--- src/rtl/dma_stream_pkg.sv ---
package dma_stream_pkg;

    localparam logic [2:0] REG_CTRL  = 3'd0;
    localparam logic [2:0] REG_COUNT = 3'd1;
    localparam logic [2:0] REG_PBASE = 3'd2;
    localparam logic [2:0] REG_MPTR0 = 3'd3;
    localparam logic [2:0] REG_MPTR1 = 3'd4;
    localparam logic [2:0] REG_FCLR  = 3'd5;

    localparam int NUM_FLAGS = 3;
    localparam int FLG_HALF  = 0;
    localparam int FLG_DONE  = 1;
    localparam int FLG_ERR   = 2;

    localparam logic [1:0] DIR_MEM_TO_PER = 2'd1;

    // control word, most significant field first (bit 15 down to bit 0)
    typedef struct packed {
        logic       err_ie;
        logic       done_ie;
        logic       half_ie;
        logic [1:0] msize;
        logic [1:0] psize;
        logic       pfixed;
        logic       minc;
        logic       pinc;
        logic       target;
        logic       dbuf;
        logic       circ;
        logic [1:0] dir;
        logic       en;
    } ctrl_t;

endpackage

--- src/rtl/dma_step_calc.sv ---
module dma_step_calc #(
    parameter int ADDR_W = 32
) (
    input  logic              inc_en,
    input  logic              fixed4,
    input  logic [1:0]        size,
    output logic [ADDR_W-1:0] step
);
    always_comb begin
        step = '0;
        if (inc_en) begin
            if (fixed4 || size[1]) begin
                step = ADDR_W'(4);
            end else if (size[0]) begin
                step = ADDR_W'(2);
            end else begin
                step = ADDR_W'(1);
            end
        end
    end
endmodule

--- src/rtl/dma_flag_bank.sv ---
module dma_flag_bank #(
    parameter int NF = 3
) (
    input  logic          clk,
    input  logic          rst_n,
    input  logic [NF-1:0] set_i,
    input  logic [NF-1:0] clr_i,
    input  logic [NF-1:0] ie_i,
    output logic [NF-1:0] flags_o,
    output logic          irq_o
);
    logic [NF-1:0] flag_d, flag_q;

    for (genvar gi = 0; gi < NF; gi++) begin : g_flag
        assign flag_d[gi] = set_i[gi] | (flag_q[gi] & ~clr_i[gi]);

        assert_flag_set_R12 : assert property (@(posedge clk) disable iff (!rst_n)
            set_i[gi] |=> flags_o[gi]);
        assert_flag_w1c_R12 : assert property (@(posedge clk) disable iff (!rst_n)
            (clr_i[gi] && !set_i[gi]) |=> !flags_o[gi]);
    end

    always_ff @(posedge clk) begin
        if (!rst_n) begin
            flag_q <= '0;
        end else begin
            flag_q <= flag_d;
        end
    end

    assign flags_o = flag_q;
    assign irq_o   = |(flag_q & ie_i);
endmodule

--- src/rtl/dma_stream_engine.sv ---
module dma_stream_engine
    import dma_stream_pkg::*;
#(
    parameter int ADDR_W = 32,
    parameter int CNT_W  = 16
) (
    input  logic              clk,
    input  logic              rst_n,
    input  logic              wr_en,
    input  logic [2:0]        wr_addr,
    input  logic [ADDR_W-1:0] wr_data,
    input  logic              dreq,
    input  logic              bus_ack,
    output logic              bus_req,
    output logic [ADDR_W-1:0] bus_src,
    output logic [ADDR_W-1:0] bus_dst,
    output logic [1:0]        bus_src_size,
    output logic [1:0]        bus_dst_size,
    output logic              stream_on,
    output logic              cur_target,
    output logic [CNT_W-1:0]  remaining,
    output logic [NUM_FLAGS-1:0] flags,
    output logic              irq
);
    localparam int CTRL_W = $bits(ctrl_t);

    typedef struct packed {
        ctrl_t             ctrl;
        logic [CNT_W-1:0]  prog_cnt;
        logic [CNT_W-1:0]  cnt;
        logic [ADDR_W-1:0] pbase;
        logic [ADDR_W-1:0] m0;
        logic [ADDR_W-1:0] m1;
        logic [ADDR_W-1:0] pcur;
        logic [ADDR_W-1:0] mcur;
    } state_t;

    state_t st_d, st_q;
    logic [NUM_FLAGS-1:0] flag_set, flag_clr, flag_ie;
    logic [ADDR_W-1:0]    pstep, mstep;
    logic                 mem2mem, mem2per, xfer_go, beat;

    dma_step_calc #(.ADDR_W(ADDR_W)) u_pstep (
        .inc_en (st_q.ctrl.pinc),
        .fixed4 (st_q.ctrl.pfixed),
        .size   (st_q.ctrl.psize),
        .step   (pstep)
    );

    dma_step_calc #(.ADDR_W(ADDR_W)) u_mstep (
        .inc_en (st_q.ctrl.minc),
        .fixed4 (1'b0),
        .size   (st_q.ctrl.msize),
        .step   (mstep)
    );

    assign mem2mem = st_q.ctrl.dir[1];
    assign mem2per = (st_q.ctrl.dir == DIR_MEM_TO_PER);
    assign xfer_go = st_q.ctrl.en && (st_q.cnt != '0) && (dreq || mem2mem);
    assign beat    = xfer_go && bus_ack;
    assign flag_ie = {st_q.ctrl.err_ie, st_q.ctrl.done_ie, st_q.ctrl.half_ie};

    always_comb begin
        ctrl_t            nc;
        logic [CNT_W-1:0] cnt_nx;
        st_d     = st_q;
        flag_set = '0;
        flag_clr = '0;
        nc       = st_q.ctrl;
        cnt_nx   = st_q.cnt - CNT_W'(1);

        // beat bookkeeping: count, address advance, wrap handling
        if (beat) begin
            if (cnt_nx == (st_q.prog_cnt >> 1)) begin
                flag_set[FLG_HALF] = 1'b1;
            end
            if (cnt_nx == '0) begin
                flag_set[FLG_DONE] = 1'b1;
                if (st_q.ctrl.circ) begin
                    st_d.cnt  = st_q.prog_cnt;
                    st_d.pcur = st_q.pbase;
                    if (st_q.ctrl.dbuf) begin
                        st_d.ctrl.target = ~st_q.ctrl.target;
                        st_d.mcur = st_q.ctrl.target ? st_q.m0 : st_q.m1;
                    end else begin
                        st_d.mcur = st_q.m0;
                    end
                end else begin
                    st_d.ctrl.en = 1'b0;
                    st_d.cnt     = '0;
                    st_d.pcur    = st_q.pcur + pstep;
                    st_d.mcur    = st_q.mcur + mstep;
                end
            end else begin
                st_d.cnt  = cnt_nx;
                st_d.pcur = st_q.pcur + pstep;
                st_d.mcur = st_q.mcur + mstep;
            end
        end

        // register writes
        if (wr_en) begin
            case (wr_addr)
                REG_CTRL: begin
                    if (!st_q.ctrl.en) begin
                        nc = ctrl_t'(wr_data[CTRL_W-1:0]);
                        if (nc.dir[1]) begin
                            nc.circ = 1'b0;
                            nc.dbuf = 1'b0;
                        end
                        if (nc.dbuf) begin
                            nc.circ = 1'b1;
                        end
                        st_d.ctrl = nc;
                        if (nc.en) begin
                            st_d.cnt  = st_q.prog_cnt;
                            st_d.pcur = st_q.pbase;
                            st_d.mcur = (nc.dbuf && nc.target) ? st_q.m1 : st_q.m0;
                        end
                    end else if (!wr_data[0]) begin
                        st_d.ctrl.en = 1'b0;
                    end
                end
                REG_COUNT: begin
                    if (!st_q.ctrl.en) begin
                        st_d.prog_cnt = wr_data[CNT_W-1:0];
                    end
                end
                REG_PBASE: begin
                    if (!st_q.ctrl.en) begin
                        st_d.pbase = wr_data;
                    end
                end
                REG_MPTR0: begin
                    if (!st_q.ctrl.en) begin
                        st_d.m0 = wr_data;
                    end else if (st_q.ctrl.dbuf) begin
                        if (st_q.ctrl.target) begin
                            st_d.m0 = wr_data;
                        end else begin
                            st_d.ctrl.en      = 1'b0;
                            flag_set[FLG_ERR] = 1'b1;
                        end
                    end
                end
                REG_MPTR1: begin
                    if (!st_q.ctrl.en) begin
                        st_d.m1 = wr_data;
                    end else if (st_q.ctrl.dbuf) begin
                        if (!st_q.ctrl.target) begin
                            st_d.m1 = wr_data;
                        end else begin
                            st_d.ctrl.en      = 1'b0;
                            flag_set[FLG_ERR] = 1'b1;
                        end
                    end
                end
                REG_FCLR: begin
                    flag_clr = wr_data[NUM_FLAGS-1:0];
                end
                default: ;
            endcase
        end
    end

    always_ff @(posedge clk) begin
        if (!rst_n) begin
            st_q <= '0;
        end else begin
            st_q <= st_d;
        end
    end

    dma_flag_bank #(.NF(NUM_FLAGS)) u_flags (
        .clk     (clk),
        .rst_n   (rst_n),
        .set_i   (flag_set),
        .clr_i   (flag_clr),
        .ie_i    (flag_ie),
        .flags_o (flags),
        .irq_o   (irq)
    );

    assign bus_req      = xfer_go;
    assign bus_src      = mem2per ? st_q.mcur : st_q.pcur;
    assign bus_dst      = mem2per ? st_q.pcur : st_q.mcur;
    assign bus_src_size = mem2per ? st_q.ctrl.msize : st_q.ctrl.psize;
    assign bus_dst_size = mem2per ? st_q.ctrl.psize : st_q.ctrl.msize;
    assign stream_on    = st_q.ctrl.en;
    assign cur_target   = st_q.ctrl.target;
    assign remaining    = st_q.cnt;

    assert_req_gate_R2 : assert property (@(posedge clk) disable iff (!rst_n)
        bus_req |-> (stream_on && remaining != '0));
    assert_stop_at_end_R5 : assert property (@(posedge clk) disable iff (!rst_n)
        (bus_req && bus_ack && remaining == CNT_W'(1) && !st_q.ctrl.circ && !wr_en)
        |=> (!stream_on && flags[FLG_DONE]));
    assert_reload_R6 : assert property (@(posedge clk) disable iff (!rst_n)
        (bus_req && bus_ack && remaining == CNT_W'(1) && st_q.ctrl.circ)
        |=> (remaining == $past(st_q.prog_cnt)));
    assert_dbuf_forces_circ_R7 : assert property (@(posedge clk) disable iff (!rst_n)
        st_q.ctrl.dbuf |-> st_q.ctrl.circ);
    assert_target_toggle_R7 : assert property (@(posedge clk) disable iff (!rst_n)
        (bus_req && bus_ack && remaining == CNT_W'(1) && st_q.ctrl.dbuf)
        |=> (cur_target != $past(cur_target)));
    assert_active_ptr_err_R8 : assert property (@(posedge clk) disable iff (!rst_n)
        (wr_en && stream_on && st_q.ctrl.dbuf &&
         ((wr_addr == REG_MPTR0 && !cur_target) || (wr_addr == REG_MPTR1 && cur_target)))
        |=> (!stream_on && flags[FLG_ERR]));
    assert_m2m_no_circ_R9 : assert property (@(posedge clk) disable iff (!rst_n)
        st_q.ctrl.dir[1] |-> (!st_q.ctrl.circ && !st_q.ctrl.dbuf));
    assert_frozen_cfg_R10 : assert property (@(posedge clk) disable iff (!rst_n)
        (stream_on && $past(stream_on)) |-> ($stable(st_q.prog_cnt) && $stable(st_q.pbase)));
endmodule

--- config.mk ---
export PLATFORM = sky130hd
export DESIGN_NAME = dma_stream_engine
export DESIGN_NICKNAME = d
export VERILOG_FILES = /design/src/rtl/dma_stream_pkg.sv /design/src/rtl/dma_step_calc.sv /design/src/rtl/dma_flag_bank.sv /design/src/rtl/dma_stream_engine.sv
export SDC_FILE = /design/constraint.sdc
export NUM_CORES = 1
export LEC_CHECK = 0
export ABC_AREA = 1
export BUFFER_PORTS_ARGS = -buffer_cell sky130_fd_sc_hd__buf_2
export CAP_MARGIN = 30
export CORE_MARGIN = 2
export CORE_UTILIZATION = 55
export CTS_CLUSTER_SIZE = 14
export DETAILED_ROUTE_END_ITERATION = 16
export PLACE_DENSITY = 0.8
export REMOVE_ABC_BUFFERS = 1
export SLEW_MARGIN = 20
export SYNTH_ARGS = -nofsm -noshare
export SYNTH_HDL_FRONTEND = slang
export SYNTH_HIERARCHICAL = 1
export SYNTH_SLANG_ARGS = --single-unit
--- constraint.sdc ---
create_clock -name clk -period 2.8 [get_ports clk]
set_input_delay 0.14 -clock clk [delete_from_list [all_inputs] [get_ports clk]]
set_output_delay 0.14 -clock clk [all_outputs]
set_load 0.02 [all_outputs]
==> key figures, run 1 <==
CTS
  – TritonCTS clock tree: done
  – Root buf cell: clkbuf_16
  – Longest Clk Path Bufs: 3
  – Clock latency on the worst-skew pair: 0.55 ns
  – CTS Buf Count: 26
  – CTS Sinks: 211
  – H-tree levels: 1
  – Clock transition at path regs: 0.06 ns

Floorplan
  – Starting Density: 56.3%
  – Placeable Area: 30,700 um2
  – Die ar.: 32,900 um2
  – Die height: 181 um
  – Die width: 181 um
  – FP Rows: 64
  – I/O pin count: 131

STA
  – Period Utilization, post-route: 91.7%
  – Slew @ Worst Pin: 0.942 ns
  – Setup violators final: 0
  – Fmax: 389 MHz
  – Setup ws final: 0.231 ns
  – Skew final: 0.0357 ns
  – Hold slack: 0.103 ns
  – Slew Viols, Final: 0
  – Min cycle time layout: 2.57 ns
  – Slew margin rel.: 37.2%
  – Hold Fails Final Rpt: 0

Synth
  – XOR/XNOR Fraction of Synth Area: 1.72%
  – Syn Inst Count: 2,989
  – Multiplexer share of the synthesized area: 0%
  – Yosys warnings: 6
  – Synthesized flop and latch total: 211
  – Register area share after synthesis: 24.4%
  – Largest family of logic cells by synthesized area: simple AND/OR/NAND/NOR gates
  – Synth Area in Compound Gates: 19.9%
  – Largest area contributor in the netlist: dfxtp_1
  – EDFF count, synth: 0
  – Synth Area in Adders: 4.86%
  – Top-count cell post-synth: nand2_1
  – Synthesized area: 17,300 um2
  – Most common library cells after synthesis: 859 x nand2_1, 364 x inv_1, 328 x nor2_1
  – Post-synthesis cell type count: 42
  – Synthesized area per cell: 5.79 um2
  – Synth top area share: 24.4%
  – Synth top area cells: dfxtp_1 24%, nand2_1 19%, o21ai_0 9.1%
  – Simple-Gate Fraction of Synth Area: 34.6%
  – Async SR Flop Fraction: 0%
  – Ys flop type: dfxtp_1

Setup path
  – Cell mode on critical path: nand2_1
  – CP top delay family: simple AND/OR/NAND/NOR gates
  – Crit start category: flop
  – Levels on crit path: 21
  – CP max-delay cell: fa_1
  – Crit path arrival time: 3.02 ns
  – Critical path type: reg -> reg
  – Worst Reg-to-Reg Cells: 21
  – CP max FO: 5
  – Reg2reg end: st_q[56]
  – WP data required: 3.25 ns
  – Worst r2r src: st_q[201]
  – Crit end category: flop
  – Worst-case register-to-register setup slack: 0.23 ns
  – Buffer and inverter count on the worst path: 4
  – Critical path, cell by cell: inv_1 -> nand2_1 -> nor2_1 -> ha_2 -> inv_1 -> fa_1 -> inv_1 -> nand3_1 -> nand2_2 -> nand2_1 -> nand3_2 -> nand2_1 -> nand2_2 -> nand2_1 -> nand2_1 -> nand2_1 -> nand2_1 -> inv_1 -> nand2_1 -> nand3_1 -> a21oi_1
  – CP max stage delay: 0.39 ns

Placed design
  – PortBufs: 130
  – Final HPWL DP: 45,300 um
  – Place WS: 0.220 ns
  – Final Wtd Congestion: 0.998

Final layout
  – P&R area growth vs syn: 12.1%
  – Share of cells above drive strength 1: 9.82%
  – # nets final: 3,183

Hold path
  – HP Class: in -> reg
  – Hold wc startpoint: wr_addr[2]
  – Number of cells on the worst hold path: 6
  – Hold EP: u_flags/flags_o[1]

Routing
  – WL per Instance: 17.5 um
  – Drt drc: 0
  – Initial detailed-routing violation count: 1,850
  – Routed wire length: 61,200 um
  – Vias: 19,735
  – Avg Vias per Cell: 5.65
  – Router iterations before antenna repair: 8
  – Routed Antenna Nets: 0

Global route
  – Vias in the first global route: 18,316
  – Initial antenna violation count: 1
  – GRT Overall Usage: 36.2%
  – Total gr overflow: 0
  – First-pass GRT wire length: 96,200 um
  – Largest net degree at the start of global routing: 87

Power and ir drop
  – Power Density: 442 nW/um2
  – Max VDD drop: 0.445 mV
  – P_leak: 0.00948 uW

Job
  – Max cap viols: 0

Outcome
  – Status: finished, final reports clean
==> report_power, final <==
group | switching (uW) | leakage, uW | internal, uW
clock network | 1400 | 0.000453 | 2160
logic | 1180 | 0.00731 | 609
registers | 116 | 0.00171 | 3110
total | 2700 | 0.00948 | 5870
==> layout by cell type, fill, tap and decap left out, drive strengths merged, types with 19 or more instances in the layout <==
cell	synthesis	final
a21oi	298	298
and2	23	23
buf	96	174
clkbuf	108	37
conb	3	60
dfxtp	211	211
dlygate4sd3	0	33
ha	64	64
inv	367	368
nand2	865	865
nand3	137	137
nand3b	19	19
nand4	33	33
nor2	341	341
nor3	23	23
o21ai	327	327
==> worst max path at each step <==
stage / startpoint / endpoint / slack (ns)
after detailed placement: st_q[204] / st_q[28] / 0.22
after floorplan: stream_on / st_q[10] / -2.79
final: st_q[201] / st_q[56] / 0.23
after global placement: st_q[202] / st_q[62] / 0.27
after CTS: st_q[201] / st_q[56] / 0.15
after global routing: st_q[204] / st_q[28] / -0.02
==> metrics by stage <==
step / instance area [um2] / instances / total power, uW / utilization (%) / TNS, ns
3_5_place_dp: 18000 / 3409 / 4970 / 58.7 / 0
4_1_cts: 19300 / 3490 / 8510 / 62.8 / 0
2_1_floorplan: 16400 / 2842 / 4440 / - / -272.79
3_3_place_gp: 18000 / 3409 / 4940 / 58.7 / 0
6_report: 19400 / 3494 / 8580 / 63.1 / 0
5_1_grt: 19400 / 3494 / 8920 / 63.1 / -0.0217
==> worst register-to-register path: stages (launching register included) <==
cell	delay, ns
dfxtp_1	0.34
inv_1	0.06
nand2_1	0.05
nor2_1	0.12
ha_2	0.21
inv_1	0.07
fa_1	0.40
inv_1	0.09
nand3_1	0.08
nand2_2	0.12
nand2_1	0.08
nand3_2	0.10
nand2_1	0.12
nand2_2	0.10
nand2_1	0.07
nand2_1	0.07
nand2_1	0.05
nand2_1	0.06
inv_1	0.04
nand2_1	0.05
nand3_1	0.08
a21oi_1	0.14
==> registers in the layout (all words and copies together) (netlist names) <==
signal           flops
remaining           16
u_flags/flags_o      3
cur_target           1
flag_ie              3
st_q               186
mem2mem              1
stream_on            1
==> metal layers <==
metal | routed length (um) | part of all wire (%) | GRT usage, % | vias to the layer above
met5 | 0 | 0 | 0 | -
met2 | 26400 | 43 | 58.1 | 983
li1 | - | - | - | 9590
met4 | 3230 | 5.3 | 16.8 | 0
met1 | 25800 | 42 | 48.4 | 8972
met3 | 5750 | 9.4 | 4.80 | 190
==> layout make-up <==
cell class | instances | area [um2]
Antenna cell | 1 | 2.50
Clock buffer | 37 | 792
Clock inverter | 11 | 129
Fill cell | 2998 | 11400
Inverter | 370 | 1390
Multi-Input combinational cell | 2261 | 10900
Sequential cell | 211 | 4230
Tap cell | 396 | 495
Timing Repair Buffer | 207 | 1480
==> what timing repair did <==
action / CTS / global route
hold buffers: 33 / 0
endpoints found under the hold margin: 90 / 0
setup buffers: 0 / 2
resized for setup: 0 / 13
endpoints found under the setup margin: 0 / 18
==> kinds of logic after synthesis <==
family,count (synthesis)
AND/OR/NAND/NOR,1449
AO/OA/AOI/OAI,652
XOR/XNOR,34
other,3
adder cells (fa/ha/maj),66
flip-flops,211
buffers and inverters,574
Note: power is estimated with default switching activity, not from simulation.
==> run 2, diff against run 1 <==
- ABC_AREA: 1 -> default
- PLACE_DENSITY: 0.8 -> 0.81
==> run 2 against run 1 <==
  * The flow now finishes with violations (negative setup slack)
  * Clock-buffer cell count down 4
  * Wire length down 15%
  * Synthesized cell count down 31%
  * Maximum frequency down 20%
  * Combinational power down 52%
  * Register-to-register slack worse by 0.65 ns
  * Critical path depth down 7
  * Cell count down 24%
  * Worst setup slack worse by 0.65 ns
  * First-iteration DRC count up 1.9%
  * Synthesized area down 15%
==> key figures, run 2 <==
Final layout
  – # nets final: 2,401 (-25%)
  – Filler Cell Count: 2,145 (-28%)
  – Leading cell types in the layout, fill and taps excluded: 608 x nand2_1, 254 x a21oi_1, 203 x dfxtp_1
  – Finished Layout Cells: 2,647 (-24%)
  – Commonest non-fill, non-tap cell in the layout: nand2_1
  – P&R area growth vs syn: 21.8%
  – Max FFs per register: 186 (unchanged)
  – Share of cells above drive strength 1: 19.8% (+10 points)
  – Largest register by flop count: st_q
  – End-of-flow core utilization: 68.5% (+5.4 points)
  – Diodes inserted: 0 (-1)

Synth
  – EDFF count, synth: 0 (unchanged)
  – Post-synthesis cell type count: 89 (+110%)
  – Largest area contributor in the netlist: dfxtp_1
  – Syn Inst Count: 2,077 (-31%)
  – Register area share after synthesis: 28.7% (+4.3 points)
  – Synth top area cells: dfxtp_1 29%, nand2_1 16%, a21oi_1 8.9%
  – Most common library cells after synthesis: 612 x nand2_1, 263 x a21oi_1, 211 x dfxtp_1
  – Ys flop type: dfxtp_1
  – Synthesized area per cell: 7.09 um2 (+22%)
  – Top-count cell post-synth: nand2_1
  – Synth top area share: 28.7% (+4.3 points)
  – Yosys warnings: 6 (unchanged)
  – Synthesized area: 14,700 um2 (-15%)
  – Async SR Flop Fraction: 0% (unchanged)
  – Synthesized flop and latch total: 211 (unchanged)

CTS
  – CTS Sinks: 211 (unchanged)
  – H-tree levels: 1 (unchanged)
  – Clock transition at path regs: 0.06 ns (about the same)
  – CTS Buf Count: 24 (-7.7%)
  – TritonCTS clock tree: done
  – Longest Clk Path Bufs: 3 (unchanged)
  – Clock latency on the worst-skew pair: 0.54 ns (about the same)
  – Root buf cell: clkbuf_16

Global route
  – Total gr overflow: 0 (unchanged)
  – First-pass GRT wire length: 79,900 um (-17%)
  – Largest net degree at the start of global routing: 95 (+9.2%)
  – GRT Overall Usage: 35.2% (-1.0 points)
  – Initial antenna violation count: 0 (-1)
  – Vias in the first global route: 14,983 (-18%)

Setup path
  – CP max FO: 4 (-1)
  – Reg2reg end: st_q[56]
  – WP data required: 3.27 ns (+0.02 ns)
  – Worst Reg-to-Reg Cells: 14 (-33%)
  – Critical path startpoint: st_q[198]
  – Crit end category: flop
  – Critical path type: reg -> reg
  – Crit path arrival time: 3.68 ns (+0.66 ns)
  – Crit path capture: st_q[56]
  – Worst r2r src: st_q[198]
  – Worst-case register-to-register setup slack: -0.41 ns (-0.65 ns)
  – Crit start category: flop

Floorplan
  – Starting Density: 56.2% (-0.081 points)
  – I/O pin count: 131 (unchanged)
  – Die width: 168 um (-7.6%)
  – Placeable Area: 26,200 um2 (-15%)
  – Die height: 168 um (-7.6%)
  – FP Rows: 59 (-7.8%)
  – Die ar.: 28,100 um2 (-15%)

Power and ir drop
  – Max VDD drop: 0.352 mV (-21%)
  – Power Density: 402 nW/um2 (-9.0%)
  – P_leak: 0.00768 uW (-19%)
  – Overall power: 7220 uW (-16%)

Hold path
  – HP Class: in -> reg
  – Number of cells on the worst hold path: 3 (-3)

Placed design
  – PortBufs: 130 (unchanged)
  – Final HPWL DP: 35,100 um (-22%)
  – Post-Place Cells: 2,540 (-25%)
  – Final Wtd Congestion: 0.962 (-3.6%)

Routing
  – WL per Instance: 19.7 um (+13%)
  – Routed wire length: 52,300 um (-15%)
  – Avg Vias per Cell: 6.15 (+8.9%)
  – Router iterations before antenna repair: 8 (unchanged)
  – Vias: 16,281 (-18%)
  – Routed Antenna Nets: 0 (unchanged)
  – Drt drc: 0 (unchanged)
  – Initial detailed-routing violation count: 1,886 (+1.9%)

STA
  – Slew Viols, Final: 0 (unchanged)
  – Slew margin rel.: 53.2% (+16 points)
  – Final setup TNS: -2.95 ns (-2.95 ns)
  – Skew final: 0.0249 ns (-0.0108 ns)
  – RSZ-0062 raised after global routing: yes
  – Hold Fails Final Rpt: 0 (unchanged)
  – Period Utilization, post-route: 115% (+23 points)
  – Min cycle time layout: 3.21 ns (+0.645 ns)
  – Setup ws final: -0.414 ns (-0.645 ns)
  – Setup violators final: 20 (+20)
  – Fmax: 311 MHz (-20%)
  – Slew @ Worst Pin: 0.701 ns (-0.240 ns)

Outcome
  – Failing checks: negative setup slack
  – Status: finished with violations

Job
  – Max cap viols: 0 (unchanged)
-- run 2: cell count changes after synthesis, sizes merged, moves of 32 or more --
| cell | delta |
|---|---|
| a21oi | -35 |
| inv | -342 |
| mux2i | +32 |
| nand2 | -252 |
| nand3 | -90 |
| nor2 | -241 |
| o21ai | -235 |
| xnor2 | +38 |
-- run 2: worst min path at each step --
stage,start,end,slack [ns]
finish,rst_n,st_q[159],0.12
global route,rst_n,st_q[150],0.15
CTS,wr_en,u_flags/flags_o[2],0.11
detailed placement,wr_data[21],st_q[117],0.41
global placement,wr_data[21],st_q[149],0.40
floorplan,rst_n,u_flags/flags_o[0],0.26
-- run 2: area by class of cell --
cell class | instances | area [um2] | area share [%]
Timing Repair Buffer | 336 | 2460 | 13.7
Clock inverter | 10 | 110 | 0.614
Clock buffer | 33 | 686 | 3.82
Multi-Input combinational cell | 1697 | 9940 | 55.4
Inverter | 25 | 96.3 | 0.537
Sequential cell | 211 | 4240 | 23.6
Tap cell | 335 | 419 | 2.34
-- run 2: power breakdown --
group	switching [uW]	internal, uW	total [uW]
Sequential	60.0	3060	3120
Combinational	549	316	865
Clock	1340	1900	3240
Total	1950	5270	7220
-- run 2: logic make-up after synthesis --
| kind of cell | synth area share [%] |
|---|---|
| buf+inv | 8.83 |
| simple gates | 26.0 |
| compound gates | 23.0 |
| fa+ha+maj | 5.71 |
| flops | 28.7 |
| mux | 2.25 |
| other cells | 0.0765 |
| xor+xnor | 5.41 |
-- run 2: routing by layer --
metal / up-vias / share of wire, % / global-route usage, % / wire (um)
met1: 7651 / 40 / 47.1 / 20900
met3: 176 / 11 / 5.51 / 5760
met4: 0 / 3.9 / 13.4 / 2060
met2: 944 / 45 / 57.5 / 23600
li1: 7510 / - / - / -
met5: - / 0 / 0 / 0
-- run 2: repair_timing --
action	in CTS	in global routing
gates cloned	0	1
gates resized for setup	66	68
endpoints found under the setup margin	38	65
pin swaps	58	68
hold buffers	32	0
endpoints found under the hold margin	122	0
buffers inserted	14	22
-- run 2: worst max-delay path: stages (launching register included) --
cell,delay [ns]
dfxtp_1,0.39
nor4b_4,0.23
ha_2,0.23
inv_2,0.04
fa_2,0.38
nor2b_4,0.13
o31a_1,0.20
o221a_4,0.22
o21ai_2,0.06
o31ai_1,0.20
buf_4,0.17
a31oi_4,0.09
nand4b_1,0.27
a2111oi_2,0.39
a221o_1,0.15
-- run 2: metrics by stage --
stage               cell area, um2  setup WS [ns]  hold slack [ns]
global route                 17900         -0.544            0.148
global placement             16000         -0.382            0.405
CTS                          17500         -0.324            0.114
detailed placement           16000         -0.527            0.409
floorplan                    13700          -2.34            0.258
finish                       17900         -0.414            0.119
